[src/rtl/irqc_pkg.sv]
package irqc_pkg;
  localparam int unsigned LINES    = 8;
  localparam int unsigned LW       = $clog2(LINES);
  localparam int unsigned VEC_W    = 8;
  localparam int unsigned CAS_LINE = 2;
  localparam int unsigned SPUR     = LINES - 1;

  typedef logic [LINES-1:0] line_vec_t;
  typedef logic [LW-1:0]    line_idx_t;
  typedef logic [VEC_W-1:0] vector_t;
endpackage

[src/rtl/irqc_req_latch.sv]
module irqc_req_latch
  import irqc_pkg::*;
(
  input  logic      clk,
  input  logic      rst_n,
  input  line_vec_t lines,
  input  line_vec_t level_trig,
  input  line_vec_t clr,
  output line_vec_t irr
);
  line_vec_t prev_q, irr_q, irr_d;

  for (genvar i = 0; i < LINES; i++) begin : g_line
    always_comb begin
      if (level_trig[i])
        irr_d[i] = lines[i];
      else if (clr[i])
        irr_d[i] = 1'b0;
      else if (lines[i] && !prev_q[i])
        irr_d[i] = 1'b1;
      else
        irr_d[i] = irr_q[i];
    end
  end

  always_ff @(posedge clk or negedge rst_n) begin
    if (!rst_n) begin
      prev_q <= '0;
      irr_q  <= '0;
    end else begin
      prev_q <= lines;
      irr_q  <= irr_d;
    end
  end

  assign irr = irr_q;
endmodule

[src/rtl/irqc_resolver.sv]
module irqc_resolver
  import irqc_pkg::*;
(
  input  line_vec_t irr,
  input  line_vec_t imr,
  input  line_vec_t isr,
  input  line_idx_t rot_base,
  output logic      req,
  output line_idx_t line
);
  logic [LW:0] pend_off, svc_off;
  line_vec_t   pend;
  line_idx_t   pend_line;

  assign pend = irr & ~imr;

  always_comb begin
    pend_off  = (LW+1)'(LINES);
    svc_off   = (LW+1)'(LINES);
    pend_line = '0;
    for (int k = LINES - 1; k >= 0; k--) begin
      if (pend[LW'(rot_base + LW'(k))]) begin
        pend_off  = (LW+1)'(k);
        pend_line = LW'(rot_base + LW'(k));
      end
      if (isr[LW'(rot_base + LW'(k))])
        svc_off = (LW+1)'(k);
    end
  end

  assign req  = (pend_off != (LW+1)'(LINES)) && (pend_off < svc_off);
  assign line = pend_line;
endmodule

[src/rtl/irqc_cascade_ack.sv]
module irqc_cascade_ack
  import irqc_pkg::*;
(
  input  logic       clk,
  input  logic       rst_n,
  input  logic [7:0] m_lines,
  input  logic [7:0] s_lines,
  input  logic [7:0] m_mask,
  input  logic [7:0] s_mask,
  input  logic [7:0] m_level_trig,
  input  logic [7:0] s_level_trig,
  input  logic [7:0] m_base,
  input  logic [7:0] s_base,
  input  logic       m_auto_eoi,
  input  logic       s_auto_eoi,
  input  logic       m_rot_aeoi,
  input  logic       s_rot_aeoi,
  input  logic       ack_req,
  output logic       cpu_int,
  output logic       ack_valid,
  output logic [7:0] ack_vector,
  output logic [7:0] m_isr,
  output logic [7:0] s_isr,
  output logic [7:0] m_irr,
  output logic [7:0] s_irr
);
  localparam line_vec_t CAS_BIT  = line_vec_t'(1) << CAS_LINE;
  localparam line_idx_t CAS_IDX  = line_idx_t'(CAS_LINE);
  localparam line_idx_t SPUR_IDX = line_idx_t'(SPUR);

  // state
  line_vec_t m_isr_q, m_isr_d, s_isr_q, s_isr_d;
  line_idx_t m_rot_q, m_rot_d, s_rot_q, s_rot_d;
  logic      cas_q, cas_d;
  logic      vld_q;
  vector_t   vec_q, vec_d;

  // request latches and resolvers
  line_vec_t m_irr_w, s_irr_w, m_clr, s_clr, m_lines_eff, m_trig_eff;
  logic      m_req, s_req;
  line_idx_t m_line, s_line;

  assign m_lines_eff = (m_lines & ~CAS_BIT) | (cas_q ? CAS_BIT : '0);
  assign m_trig_eff  = m_level_trig & ~CAS_BIT;

  irqc_req_latch u_m_latch (
    .clk(clk), .rst_n(rst_n), .lines(m_lines_eff), .level_trig(m_trig_eff),
    .clr(m_clr), .irr(m_irr_w)
  );
  irqc_req_latch u_s_latch (
    .clk(clk), .rst_n(rst_n), .lines(s_lines), .level_trig(s_level_trig),
    .clr(s_clr), .irr(s_irr_w)
  );
  irqc_resolver u_m_res (
    .irr(m_irr_w), .imr(m_mask), .isr(m_isr_q), .rot_base(m_rot_q),
    .req(m_req), .line(m_line)
  );
  irqc_resolver u_s_res (
    .irr(s_irr_w), .imr(s_mask), .isr(s_isr_q), .rot_base(s_rot_q),
    .req(s_req), .line(s_line)
  );

  // next state
  always_comb begin
    m_isr_d = m_isr_q;
    s_isr_d = s_isr_q;
    m_rot_d = m_rot_q;
    s_rot_d = s_rot_q;
    m_clr   = '0;
    s_clr   = '0;
    vec_d   = {m_base[VEC_W-1:LW], SPUR_IDX};
    cas_d   = s_req && !cas_q && !ack_req;
    if (ack_req && m_req) begin
      if (!m_auto_eoi)
        m_isr_d[m_line] = 1'b1;
      else if (m_rot_aeoi)
        m_rot_d = m_line + 1'b1;
      m_clr[m_line] = !m_trig_eff[m_line];
      if (m_line == CAS_IDX) begin
        vec_d = {s_base[VEC_W-1:LW], SPUR_IDX};
        if (s_req) begin
          if (!s_auto_eoi)
            s_isr_d[s_line] = 1'b1;
          else if (s_rot_aeoi)
            s_rot_d = s_line + 1'b1;
          s_clr[s_line] = !s_level_trig[s_line];
          vec_d = {s_base[VEC_W-1:LW], s_line};
        end
      end else begin
        vec_d = {m_base[VEC_W-1:LW], m_line};
      end
    end
  end

  // registers
  always_ff @(posedge clk or negedge rst_n) begin
    if (!rst_n) begin
      m_isr_q <= '0;
      s_isr_q <= '0;
      m_rot_q <= '0;
      s_rot_q <= '0;
      cas_q   <= 1'b0;
      vld_q   <= 1'b0;
      vec_q   <= '0;
    end else begin
      cas_q <= cas_d;
      vld_q <= ack_req;
      if (ack_req) begin
        m_isr_q <= m_isr_d;
        s_isr_q <= s_isr_d;
        m_rot_q <= m_rot_d;
        s_rot_q <= s_rot_d;
        vec_q   <= vec_d;
      end
    end
  end

  assign cpu_int    = m_req;
  assign ack_valid  = vld_q;
  assign ack_vector = vec_q;
  assign m_isr      = m_isr_q;
  assign s_isr      = s_isr_q;
  assign m_irr      = m_irr_w;
  assign s_irr      = s_irr_w;
endmodule

[config.mk]
export PLATFORM = sky130hd
export DESIGN_NAME = irqc_cascade_ack
export DESIGN_NICKNAME = d
export VERILOG_FILES = /design/src/rtl/irqc_pkg.sv /design/src/rtl/irqc_req_latch.sv /design/src/rtl/irqc_resolver.sv /design/src/rtl/irqc_cascade_ack.sv
export SDC_FILE = /design/constraint.sdc
export NUM_CORES = 1
export LEC_CHECK = 0
export BUFFER_PORTS_ARGS = -buffer_cell sky130_fd_sc_hd__buf_2
export CAP_MARGIN = 20
export CORE_MARGIN = 2
export CORE_UTILIZATION = 55
export DETAILED_ROUTE_END_ITERATION = 7
export GPL_ROUTABILITY_DRIVEN = 0
export HOLD_SLACK_MARGIN = 0.06
export PLACE_DENSITY = 0.84
export SYNTH_ARGS = -nofsm -noshare
export SYNTH_HDL_FRONTEND = slang
export SYNTH_HIERARCHICAL = 1
export SYNTH_SLANG_ARGS = --single-unit
[constraint.sdc]
create_clock -name clk -period 4.52 [get_ports clk]
set_input_delay 0.904 -clock clk [delete_from_list [all_inputs] [get_ports clk]]
set_output_delay 0.904 -clock clk [all_outputs]
set_load 0.02 [all_outputs]
==> results_dict.tcl <==
set metrics [dict create \
    clock_skew_ps 12.1 \
    status "finished, final reports clean" \
    numCtsBuffers 9 \
    drt-met1-wl_um 6660 \
    port_buffers 104 \
    die_y_um 109 \
    hold_start "cas_q" \
    dieArea_mm2 0.0118 \
    drv_cap 0 \
    grt_max_degree 36 \
    drive_above_1_share 0.358 \
    num-nets-final 835 \
    clkTransAtPathRegs_ps 70 \
    finalSetupViolCount 0 \
    start_kind "input port" \
    fmax_mhz 227 \
    syn_avg_cell_area_um2 9.70 \
    htree_levels 3 \
    hp-class "flop to flop" \
    dp_hpwl_um 13000 \
    cp.required_ps 3620 \
    cts_root_buffer "clkbuf_8" \
    hold_buffers 0 \
    yosys_warnings 6 \
    cp_max_fo 7 \
    final_cell_area_mm2 0.00715 \
    clockBufferDepth 2 \
    placed_cell_area_mm2 0.00681 \
    num_rows 38 \
    grt.overflow.total 0 \
    routed.top_layer "met4" \
    antenna_left 0 \
    synth_edf_count 0 \
    grt_pass1_vias 5538 \
    ys_types 68 \
    initial_utilization 0.560 \
    ys_seq_area_frac 0.266 \
    slew_viol_final 0 \
    grt_pass1_wl_um 27300 \
    r2r_start "s_rot_q[1]" \
    wl_met2_um 8480 \
    hold_viol 0 \
    cts.sinks 64 \
    worst_slew_pin_slew_ps 682 \
    antennaDiodeCount 0 \
    areaGrowthSynthToFinish_pct 19.0 \
    relSlewSlack 0.534 \
    synth_cells 620 \
    coreArea_mm2 0.0107 \
    drc_errors 0 \
    final.min_clock_period_ps 4410 \
    firstDrtPassIters 5 \
    tns_ps 0 \
    wl_um 17200 \
    viasPerCell 6.46 \
    die_w_um 109 \
    ys_ff_latch 64 \
    netlist_area_mm2 0.00601 \
    wl_per_cell_um 19.2 \
    startpoint "m_mask[2]" \
    grt_use_total 0.297 \
    vias 5791 \
    async_flop_share 1.00 \
    synth-main-ff-cell "dfrtp_1" \
    final.fill_count 858 \
    antenna_found_initial 0 \
    ios 113 \
    route.met3.wl_um 1610 \
    first_iter_violations 715 \
    worst-setup-path-type "input port to output pin" \
    crit_path_end_kind "output pin" \
    clkLatencyLatePin_ps 350 \
    cts_tree "built" \
    arrival_ps 3510 \
    finalCritPeriodShare 0.976 \
]
state kept, by name (all words and copies together) (netlist names):
signal / flops
ack_valid: 1
u_m_latch/prev_q: 8
u_s_latch/prev_q: 8
s_isr: 8
ack_vector: 8
cas_q: 1
u_m_latch/irr: 8
m_isr: 8
s_rot_q: 3
u_s_latch/irr: 8
m_rot_q: 3
layout make-up:
type / count / area (um^2) / area share
sequential: 64 / 1600 / 0.224
timing repair buffer: 149 / 872 / 0.122
inverter: 44 / 174 / 0.0243
multi-input combinational: 483 / 4170 / 0.582
tap: 140 / 175 / 0.0245
clock buffer: 10 / 128 / 0.0178
clock inverter: 6 / 36.3 / 0.00507
synth_stat cells (5+ instances only):
cell type,instances,area share
inv_1,40,0.025
a31o_2,7,0.010
nor2_1,48,0.030
ha_1,13,0.027
nor3_1,10,0.0083
nand2b_1,18,0.019
clkbuf_1,7,0.0044
nand2_1,60,0.037
nand3_1,5,0.0042
mux2i_1,48,0.080
a21oi_1,24,0.020
o31ai_1,5,0.0062
o211ai_1,8,0.010
nor2b_1,21,0.022
nor4_1,5,0.0052
o21ai_1,16,0.013
buf_2,14,0.012
o21bai_1,10,0.012
a31oi_1,9,0.0094
mux2_2,5,0.0094
o21ai_0,24,0.020
a22oi_2,10,0.021
mux4_2,44,0.16
buf_4,5,0.0062
dfrtp_1,64,0.27
nand4_1,7,0.0073
timing repair:
| action | CTS | global route |
|---|---|---|
| endpoints found under the setup margin | 1 | 14 |
| gates cloned | 0 | 0 |
| resized for setup | 5 | 21 |
| setup buffers | 1 | 6 |
| pin swaps | 1 | 2 |
cell usage in the layout (no fill, tap or decap), drive strengths merged, types with 13 or more instances in the layout:
cell and n:
o21ai 40, ha 13, mux2i 48, nor2 48, dfrtp 64, nand2b 18
buf 149, nand2 61, nor2b 21, nor3 14, a21oi 24, mux4 44
inv 43
through the flow:
stage | hold slack, ps | std cells | utilization | setup WS, ps
after global placement | 428 | 873 | 0.634 | 62.8
after global routing | 483 | 896 | 0.666 | -30.9
after CTS | 466 | 890 | 0.653 | 5.89
final | 464 | 896 | 0.666 | 110
after floorplan | 410 | 621 | - | 129
after detailed placement | 450 | 873 | 0.634 | 8.27
per-layer routing:
| layer | track usage | vias to the layer above |
|---|---|---|
| li1 | - | 2594 |
| met1 | 0.391 | 2773 |
| met2 | 0.489 | 379 |
| met3 | 0.0494 | 45 |
| met4 | 0.120 | 0 |
| met5 | 0 | - |
worst max-delay path, stage by stage:
cell and delay [ps]:
buf_2 80, nand2b_1 250, mux2i_1 200, mux4_2 560, nor4_4 300, nor2_1 90, ha_1 330, a21o_1 180
a21oi_1 140, o21ai_1 90, a41oi_2 210, buf_6 160
final timing paths:
check                                            to  slack, ps  cells after the start
min in group asynchronous       u_s_latch/prev_q[0]        600                      1
worst max-delay path                        cpu_int        110                     12
worst min-delay path            u_m_latch/prev_q[2]        460                      0
worst min register to register  u_m_latch/prev_q[2]        460                      0
worst max register to register     u_s_latch/irr[4]        320                     17
max in group asynchronous                m_rot_q[0]       3000                      2
cell families (layout without fill, tap and decap cells):
kind of cell               Yosys count  count (layout)  synth area share
buffers and inverters               74             209            0.0593
muxes                               97              97             0.254
AOI/OAI and AO/OA                  150             150             0.178
xor gates and xnor gates             8               8            0.0166
other                                1               2          0.000624
and+or+nand+nor                    213             213             0.198
DFF                                 64              64             0.266
adders and majority gates           13              13            0.0271
Power is left out: the tool's default activity adds up to more than one toggle a clock period on the data nets, which glitch-free logic cannot reach.
